## config.mk

```make
export PLATFORM = sky130hd
export DESIGN_NAME = xbar_cfg_loader
export DESIGN_NICKNAME = d
export VERILOG_FILES = /design/src/rtl/xcl_pkg.sv /design/src/rtl/xcl_tick.sv /design/src/rtl/xcl_sync.sv /design/src/rtl/xcl_frame.sv /design/src/rtl/xbar_cfg_loader.sv
export SDC_FILE = /design/constraint.sdc
export NUM_CORES = 1
export LEC_CHECK = 0
export BUFFER_PORTS_ARGS = -buffer_cell sky130_fd_sc_hd__buf_2
export CORE_ASPECT_RATIO = 2
export CORE_MARGIN = 2
export CORE_UTILIZATION = 35
export DETAILED_ROUTE_END_ITERATION = 7
export PLACE_DENSITY = 0.49
export SYNTH_ARGS = -nofsm -noshare
export SYNTH_HDL_FRONTEND = slang
export SYNTH_HIERARCHICAL = 1
export SYNTH_SLANG_ARGS = --single-unit
```

## constraint.sdc

```tcl
create_clock -name clk -period 2.9 [get_ports clk]
set_input_delay 0.58 -clock clk [delete_from_list [all_inputs] [get_ports clk]]
set_output_delay 0.58 -clock clk [all_outputs]
set_load 0.05 [all_outputs]
```

## src/rtl/xcl_pkg.sv

```systemverilog
package xcl_pkg;
  typedef enum logic [1:0] {
    XS_IDLE,
    XS_SHIFT,
    XS_SETUP,
    XS_LATCH
  } xcl_state_e;
endpackage

```

## src/rtl/xcl_tick.sv

```systemverilog
// Free-running bit-phase counter; marks the serial rising and falling edges.
module xcl_tick #(
  parameter int DIV = 4
) (
  input  logic clk,
  input  logic rst_n,
  input  logic run,
  output logic rise_tick,
  output logic fall_tick
);
  localparam int HALF = DIV / 2;
  localparam int PW   = (DIV > 2) ? $clog2(DIV) : 1;

  logic [PW-1:0] phase;

  always_ff @(posedge clk) begin
    if (!rst_n || !run) phase <= '0;
    else if (phase == PW'(DIV - 1)) phase <= '0;
    else phase <= phase + 1'b1;
  end

  assign rise_tick = run && (phase == PW'(HALF - 1));
  assign fall_tick = run && (phase == PW'(DIV - 1));
endmodule

```

## src/rtl/xcl_sync.sv

```systemverilog
// Synchronizer for the device echo; zero stages gives a plain wire.
module xcl_sync #(
  parameter int STAGES = 2
) (
  input  logic clk,
  input  logic rst_n,
  input  logic d,
  output logic q
);
  if (STAGES == 0) begin : g_wire
    assign q = d;
  end else begin : g_chain
    logic [STAGES-1:0] q_r;
    logic [STAGES:0]   taps;
    assign taps = {q_r, d};
    always_ff @(posedge clk) begin
      if (!rst_n) q_r <= '0;
      else q_r <= taps[STAGES-1:0];
    end
    assign q = q_r[STAGES-1];
  end
endmodule

```

## src/rtl/xcl_frame.sv

```systemverilog
// Current and previous frame stores; both rotate so they return intact.
module xcl_frame #(
  parameter int BITS = 256
) (
  input  logic            clk,
  input  logic            rst_n,
  input  logic            load,
  input  logic [BITS-1:0] word,
  input  logic            rotate,
  output logic            cur_msb,
  output logic            prev_msb
);
  logic [BITS-1:0] cur_q;
  logic [BITS-1:0] prev_q;

  always_ff @(posedge clk) begin
    if (!rst_n) begin
      cur_q  <= '0;
      prev_q <= '0;
    end else if (load) begin
      prev_q <= cur_q;
      cur_q  <= word;
    end else if (rotate) begin
      cur_q  <= {cur_q[BITS-2:0], cur_q[BITS-1]};
      prev_q <= {prev_q[BITS-2:0], prev_q[BITS-1]};
    end
  end

  assign cur_msb  = cur_q[BITS-1];
  assign prev_msb = prev_q[BITS-1];
endmodule

```

## src/rtl/xbar_cfg_loader.sv

```systemverilog
module xbar_cfg_loader #(
  parameter int ROWS          = 16,
  parameter int COLS          = 16,
  parameter int DIV           = 4,
  parameter int SETUP_PERIODS = 1,
  parameter int LATCH_PERIODS = 1,
  parameter int SYNC_STAGES   = 2
) (
  input  logic                 clk,
  input  logic                 rst_n,
  input  logic                 cfg_valid,
  output logic                 cfg_ready,
  input  logic [ROWS*COLS-1:0] cfg_word,
  input  logic                 cfg_verify,
  output logic                 busy,
  output logic                 done,
  output logic                 mismatch,
  output logic                 xp_sclk,
  output logic                 xp_sdata,
  output logic                 xp_load_n,
  input  logic                 xp_sout
);
  import xcl_pkg::*;

  localparam int BITS = ROWS * COLS;
  localparam int PMAX = (SETUP_PERIODS > LATCH_PERIODS) ? SETUP_PERIODS : LATCH_PERIODS;
  localparam int CMAX = (BITS > PMAX) ? BITS : PMAX;
  localparam int CW   = $clog2(CMAX + 1);

  xcl_state_e    state;
  logic [CW-1:0] cnt;
  logic          sclk_q, load_n_q, done_q, mis_q, verify_q;
  logic          rise_tick, fall_tick, echo_s, cur_msb, prev_msb;
  logic          accept, rotate, run;

  assign run    = (state != XS_IDLE);
  assign accept = (state == XS_IDLE) && cfg_valid;
  assign rotate = (state == XS_SHIFT) && fall_tick;

  xcl_tick #(.DIV(DIV)) u_tick (
    .clk(clk), .rst_n(rst_n), .run(run),
    .rise_tick(rise_tick), .fall_tick(fall_tick)
  );

  xcl_sync #(.STAGES(SYNC_STAGES)) u_sync (
    .clk(clk), .rst_n(rst_n), .d(xp_sout), .q(echo_s)
  );

  xcl_frame #(.BITS(BITS)) u_frame (
    .clk(clk), .rst_n(rst_n), .load(accept), .word(cfg_word),
    .rotate(rotate), .cur_msb(cur_msb), .prev_msb(prev_msb)
  );

  always_ff @(posedge clk) begin
    if (!rst_n) begin
      state    <= XS_IDLE;
      cnt      <= '0;
      sclk_q   <= 1'b0;
      load_n_q <= 1'b1;
      done_q   <= 1'b0;
      mis_q    <= 1'b0;
      verify_q <= 1'b0;
    end else begin
      done_q <= 1'b0;
      unique case (state)
        XS_IDLE: begin
          if (cfg_valid) begin
            state    <= XS_SHIFT;
            cnt      <= '0;
            verify_q <= cfg_verify;
          end
        end
        XS_SHIFT: begin
          if (rise_tick) begin
            sclk_q <= 1'b1;
            if (verify_q && (echo_s != prev_msb)) mis_q <= 1'b1;
          end
          if (fall_tick) begin
            sclk_q <= 1'b0;
            if (cnt == CW'(BITS - 1)) begin
              state <= XS_SETUP;
              cnt   <= '0;
            end else begin
              cnt <= cnt + 1'b1;
            end
          end
        end
        XS_SETUP: begin
          if (fall_tick) begin
            if (cnt == CW'(SETUP_PERIODS - 1)) begin
              state    <= XS_LATCH;
              cnt      <= '0;
              load_n_q <= 1'b0;
            end else begin
              cnt <= cnt + 1'b1;
            end
          end
        end
        XS_LATCH: begin
          if (fall_tick) begin
            if (cnt == CW'(LATCH_PERIODS - 1)) begin
              state    <= XS_IDLE;
              cnt      <= '0;
              load_n_q <= 1'b1;
              done_q   <= 1'b1;
            end else begin
              cnt <= cnt + 1'b1;
            end
          end
        end
        default: state <= XS_IDLE;
      endcase
    end
  end

  assign cfg_ready = (state == XS_IDLE);
  assign busy      = run;
  assign done      = done_q;
  assign mismatch  = mis_q;
  assign xp_sclk   = sclk_q;
  assign xp_sdata  = (state == XS_SHIFT) && cur_msb;
  assign xp_load_n = load_n_q;
endmodule

```

-- Word-level counts from Yosys, hierarchy flattened
Index checks and enable logic that the tools add are counted.
- register bits after elaboration: 532
- bits of input ports: 261
- output and inout port bits: 7
- word-level logic and storage cells: 78
- $add $sub $neg: 2
- equality and inequality tests: 15
- muxes and demuxes: 26
- reduce and logical (&&, ||, !) cells: 24
- operators with widths (cell ; number):
    two-way mux 256 bit ; 4
    two-way mux 9 bit ; 5
    case mux 9 bit (3 select lines) ; 1
    two-way mux 2 bit ; 7
    inequality test 2 bit (second input constant) ; 6
    adder 9 x 1 -> 9 bit (second input constant) ; 1
    == test 9 x 8 -> 1 bit (second input constant) ; 1
    zero test 9 bit ; 1
    AND reduction 3 bit ; 3
    case mux 2 bit (4 select lines) ; 1
    nonzero test 2 bit ; 4
    two-way mux 1 bit ; 7
    AND reduction 7 bit ; 1
    == test 2 bit (second input constant) ; 3
    logical AND 1 bit ; 6
    AND reduction 5 bit ; 1
    == test 2 x 1 -> 1 bit (second input constant) ; 2
    inequality test 2 x 1 -> 1 bit (second input constant) ; 2
    AND reduction 2 bit ; 2
    OR reduction 2 bit ; 2
    adder 2 x 1 -> 2 bit (second input constant) ; 1
    zero test 1 bit ; 2
    zero test 2 bit ; 1
    case mux 1 bit (2 select lines) ; 1
    2 further kinds ; 2

-- Logic depth before layout (Yosys ltp)
- depth in word-level cells: 5
- mapped depth: 11
- depth with buffers taken out: 8

-- By module
Netlist, hierarchy kept.
- modules (own cells, without submodules) (module ; instances ; cells each ; area each (um2)):
    xcl_frame ; 1 ; 2276 ; 28039.4
    xbar_cfg_loader ; 1 ; 118 ; 1008.5
    xcl_tick ; 1 ; 9 ; 107.6
    xcl_sync ; 1 ; 4 ; 52.6

-- Least setup slack after synthesis
Ideal clock, no wire load.
- path kind: flip-flop to flip-flop
- start: register state[0]
- end: register u_frame.cur_q[0]
- library setup time: 116 ps
- arrival: 2902 ps
- required time: 2784 ps
- slack: -119 ps
- cell stages (with the launch flop): 12
- period minus slack after synthesis: 3019 ps
- path through: dfxtp_1 inv_1 ha_1 inv_1 and2_2 clkbuf_1 and2_1 buf_6 buf_12 buf_12 mux2_4 o211a_1
- elaborated cells between the ends (all ways): 8
- those cells by class: 1 x eq/ne; 1 x mux; 6 x reduce/logical
- RTL lines (element ; line ; RTL):
    start: declaration ; xbar_cfg_loader.sv:30 ; xcl_state_e state;
    start signal: assignment ; xbar_cfg_loader.sv:56 ; state <= XS_IDLE;
    start signal: assignment ; xbar_cfg_loader.sv:68 ; state <= XS_SHIFT;
    start signal: assignment ; xbar_cfg_loader.sv:81 ; state <= XS_SETUP;
    zero test 2 bit * ; n/a ;
    named net cfg_ready ; xbar_cfg_loader.sv:12 ; output logic cfg_ready,
    logical AND 1 bit * ; xbar_cfg_loader.sv:37 ; assign accept = (state == XS_IDLE) && cfg_valid;
    two-way mux 256 bit or nonzero test 2 bit (tied branches) ; n/a ;
    end signal: assignment ; xcl_frame.sv:22 ; cur_q <= word;
    end signal: assignment ; xcl_frame.sv:24 ; cur_q <= {cur_q[BITS-2:0], cur_q[BITS-1]};
    end: declaration ; xcl_frame.sv:13 ; logic [BITS-1:0] cur_q;
The timed path passes the listed nets; every way through them passes the cells marked *.
A chain may end at the register's enable or synchronous reset.

-- Final worst setup path
- start: register state[0]
- end: register u_frame.prev_q[58]
- word-level cells in the longest chain between the ends: 4
- elaborated cells between the ends (all ways): 8
- those cells by class: 1 x eq/ne; 1 x mux; 6 x reduce/logical
- RTL lines (element ; line ; RTL):
    nonzero test 2 bit ; xbar_cfg_loader.sv:36 ; assign run = (state != XS_IDLE);
    logical AND 1 bit ; xcl_tick.sv:23 ; assign fall_tick = run && (phase == PW'(DIV - 1));
    named net fall_tick ; xbar_cfg_loader.sv:33 ; logic rise_tick, fall_tick, echo_s, cur_msb, prev_msb;
    logical AND 1 bit ; xbar_cfg_loader.sv:38 ; assign rotate = (state == XS_SHIFT) && fall_tick;
    named net rotate ; xbar_cfg_loader.sv:34 ; logic accept, rotate, run;
    nonzero test 2 bit (no line) ; n/a ;
    end signal: assignment ; xcl_frame.sv:21 ; prev_q <= cur_q;
    end signal: assignment ; xcl_frame.sv:25 ; prev_q <= {prev_q[BITS-2:0], prev_q[BITS-1]};
    end: declaration ; xcl_frame.sv:14 ; logic [BITS-1:0] prev_q;
The timed path passes the listed nets, and every way through them passes these cells.

==> flow_metrics.env <==
export IMPL_antenna_found_initial=10
export IMPL_grt_setup_unrepaired="no"
export IMPL_synth_seq_area_share_pct=36.5
export IMPL_gr_total_overflow=0
export IMPL_place_congestion=0.722
export IMPL_status="finished clean"
export IMPL_worstReg2RegEnd="u_frame/prev_q[58]$_SDFFE_PN0P_"
export IMPL_power_total_uw=25700
export IMPL_grt_pass1_wl_um=102000
export IMPL_async_flop_share_pct=0
export IMPL_hpwl_um=39400
export IMPL_fmax_ghz=0.385
export IMPL_die_w_um=208
export IMPL_yosys_most_used_dff="dfxtp_1"
export IMPL_die_y_um=413
export IMPL_power_density_mw_per_mm2=783
export IMPL_via_count=18400
export IMPL_drt_iter0_drc=889
export IMPL_max_slew_margin_rel_pct=47.6
export IMPL_start_kind="flip-flop"
export IMPL_synth_distinct_cells=47
export IMPL_synthToLayoutAreaGrowth_pct=12.6
export IMPL_dpl_cell_area_sq_mm=0.0311
export IMPL_final_antenna_net_count=0
export IMPL_grt_use_met1_pct=17.4
export IMPL_htree_levels=2
export IMPL_start_util_pct=35.4
export IMPL_leakage_uw=0.0178
export IMPL_cts_buffers_inserted=54
export IMPL_cts_resized=0
export IMPL_reg2reg_depth=9
export IMPL_crit_end="u_frame/prev_q[58]$_SDFFE_PN0P_"
export IMPL_timing_rr_start="state[0]$_SDFFE_PN0P_"
export IMPL_path_class="reg -> reg"
export IMPL_dr_pass1_iters=5
export IMPL_hold_buffers=0
export IMPL_cts_path_max_buffers=3
export IMPL_synth_edff_count=0
export IMPL_grt_util_met3_pct=2.89
export IMPL_numPortBuffers=267
export IMPL_grt_max_degree=156
export IMPL_route_detailed_drc=0
export IMPL_use_met2_pct=25.0
export IMPL_grt_usage_pct=14.2
export IMPL_core_area_sq_mm=0.0826
export IMPL_finalWirelength_um=62200
export IMPL_rrSetupSlack_ns=0.30
export IMPL_path_clk_slew_ns=0.06
export IMPL_cts_tree="yes"
export IMPL_startpoint="state[0]$_SDFFE_PN0P_"
export IMPL_period_minus_slack_ns=2.60
export IMPL_syn_nets=2679
export IMPL_finalSetupTns_ns=0
export IMPL_tightest_slew_ns=0.786
export IMPL_yosysWarnings=6
export IMPL_ioPinCount=268
export IMPL_fin_crit_sh_pct=89.7
export IMPL_final_core_util_pct=39.8
export IMPL_yosys_area_top_type="dfxtp_1"
export IMPL_fillerInstances=8040
export IMPL_synth_area_per_cell_sq_um=12.1
export IMPL_path_max_fanout=31
export IMPL_gr_max_usage_layer="met2"
export IMPL_cts_sinks=532
export IMPL_required_ns=3.40
export IMPL_ir_drop_mv=0.403
export IMPL_design_area_sq_mm=0.0329
export IMPL_hp_class="in -> reg"
export IMPL_grt_pass1_vias=19600
export IMPL_syn_instance_count=2407
export IMPL_hold_ws_ns=0.165
export IMPL_nets=2836
export IMPL_routedWlPerCell_um=17.0
export IMPL_cp_end_kind="flip-flop"
export IMPL_netlist_top_cells_area="dfxtp_1, mux2_4, o211a_1"
export IMPL_maxSlewViolCount=0
export IMPL_maxCapViolations=0
export IMPL_fin_worst_skew_ns=0.0254
export IMPL_synth_area_sq_mm=0.0292
export IMPL_netlist_area_leader_share_pct=36.5
export IMPL_row_count=149
export IMPL_insertion_delay_ns=0.62
export IMPL_vias_per_cell=5.00
export IMPL_ys_seq_elements=532
export IMPL_finalHoldViolations=0
export IMPL_clock_root_buffer="clkbuf_16"
export IMPL_post_cts_buffers=0
export IMPL_arrival_ns=3.10
export IMPL_drive_above_1_share_pct=36.2
export IMPL_die_area_sq_mm=0.0859
export IMPL_setup_viol=0
-- layout by cell type (no fill, tap or decap), drive strengths merged, types with 2 or more instances in the layout --
cell type  count
nor4           2
nand4          3
buf          332
o211ai         3
dfxtp        532
a31oi          3
clkinvlp       3
mux2i          3
inv           15
mux2         512
nand2         11
o221ai         4
clkinv        10
and4bb         2
clkbuf        87
or2b         129
nor3           5
o211a        512
or3            2
and2           7
o32ai          3
a21oi          3
o21ai          4
or2            2
diode          3
nor2           8
nand2b       385
o22ai          2
nand3          5
ha            11
-- flip-flops by register name, summed over array words and instances (netlist names) --
register            flops
u_tick/phase            2
xp_load_n               1
mismatch                1
verify_q                1
xp_sclk                 1
u_frame/prev_q        256
state                   2
u_sync/g_chain.q_r      2
u_frame/cur_q         256
done                    1
cnt                     9
-- metal layers --
metal | vias up | share of wire [%] | wire length [um]
li1 | 9043 | - | -
met1 | 8901 | 45 | 27800
met2 | 309 | 49 | 30200
met3 | 98 | 4.3 | 2700
met4 | 16 | 2.2 | 1380
met5 | - | 0.17 | 103
-- cell usage after synthesis (2+ instances only) --
cell / count
a21oi_1: 3
a31oi_1: 3
and2_1: 6
and4bb_1: 2
buf_1: 2
buf_12: 44
buf_2: 70
buf_6: 11
clkbuf_1: 103
dfxtp_1: 532
ha_1: 11
inv_1: 13
mux2_2: 32
mux2_4: 480
mux2i_1: 3
nand2_1: 11
nand2b_1: 385
nand3_1: 5
nand4_1: 3
nor2_1: 8
nor3_1: 4
o211a_1: 512
o211ai_1: 3
o21ai_0: 2
o221ai_1: 4
o22ai_1: 2
o32ai_1: 3
or2_2: 2
or2b_1: 129
or3_1: 2
-- worst max-delay path: stages (launching register included) --
cell,delay [ns]
dfxtp_1,0.38
inv_1,0.10
ha_2,0.22
inv_1,0.13
and2_2,0.24
and2_4,0.26
buf_12,0.28
buf_4,0.31
mux2_4,0.32
o211a_1,0.20
-- power by group --
| group | total, uW | internal, uW | switching (uW) | leakage, uW |
|---|---|---|---|---|
| logic | 8150 | 4860 | 3290 | 0.0125 |
| clock network | 7180 | 4100 | 3080 | 0.000892 |
| registers | 10400 | 9190 | 1230 | 0.00440 |
-- layout make-up --
class,instances,area [sq um],area share [%]
Antenna cell,3,7.51,0.0228
Clock inverter,15,115,0.350
Timing Repair Buffer,332,2280,6.95
Clock buffer,87,1700,5.17
Multi-Input combinational cell,1630,16800,50.9
Tap cell,1057,1320,4.02
Inverter,14,57.6,0.175
Sequential cell,532,10700,32.4
-- kinds of logic (layout without fill, tap and decap cells) --
group	Yosys count	count (layout)	share of synthesized area [%]
flops	532	532	36.5
compound gates	540	540	18.3
simple gates	563	563	12.5
fa+ha+maj	11	11	0.471
buf+inv	245	448	6.20
xor+xnor	1	1	0.0300
other cells	0	3	0
mux	515	515	26.0
-- worst min-delay path by stage --
stage / end / slack (ns) / from / depth (start not counted)
after global placement: u_sync/g_chain.q_r[1]$_SDFF_PN0_ / 0.42 / u_sync/g_chain.q_r[0]$_SDFF_PN0_ / 1
after CTS: u_sync/g_chain.q_r[0]$_SDFF_PN0_ / 0.12 / xp_sout / 2
final: u_sync/g_chain.q_r[0]$_SDFF_PN0_ / 0.17 / xp_sout / 2
after global routing: u_sync/g_chain.q_r[0]$_SDFF_PN0_ / 0.13 / xp_sout / 2
after floorplan: u_sync/g_chain.q_r[1]$_SDFF_PN0_ / 0.41 / u_sync/g_chain.q_r[0]$_SDFF_PN0_ / 1
after detailed placement: u_sync/g_chain.q_r[1]$_SDFF_PN0_ / 0.42 / u_sync/g_chain.q_r[0]$_SDFF_PN0_ / 1
-- stage by stage --
step                std cells  setup WS, ns
floorplan                2407        0.0741
global placement         3565         0.375
detailed placement       3565         0.301
CTS                      3667         0.282
global route             3669         0.121
finish                   3670         0.300
Power figures use the tool's default switching activity.
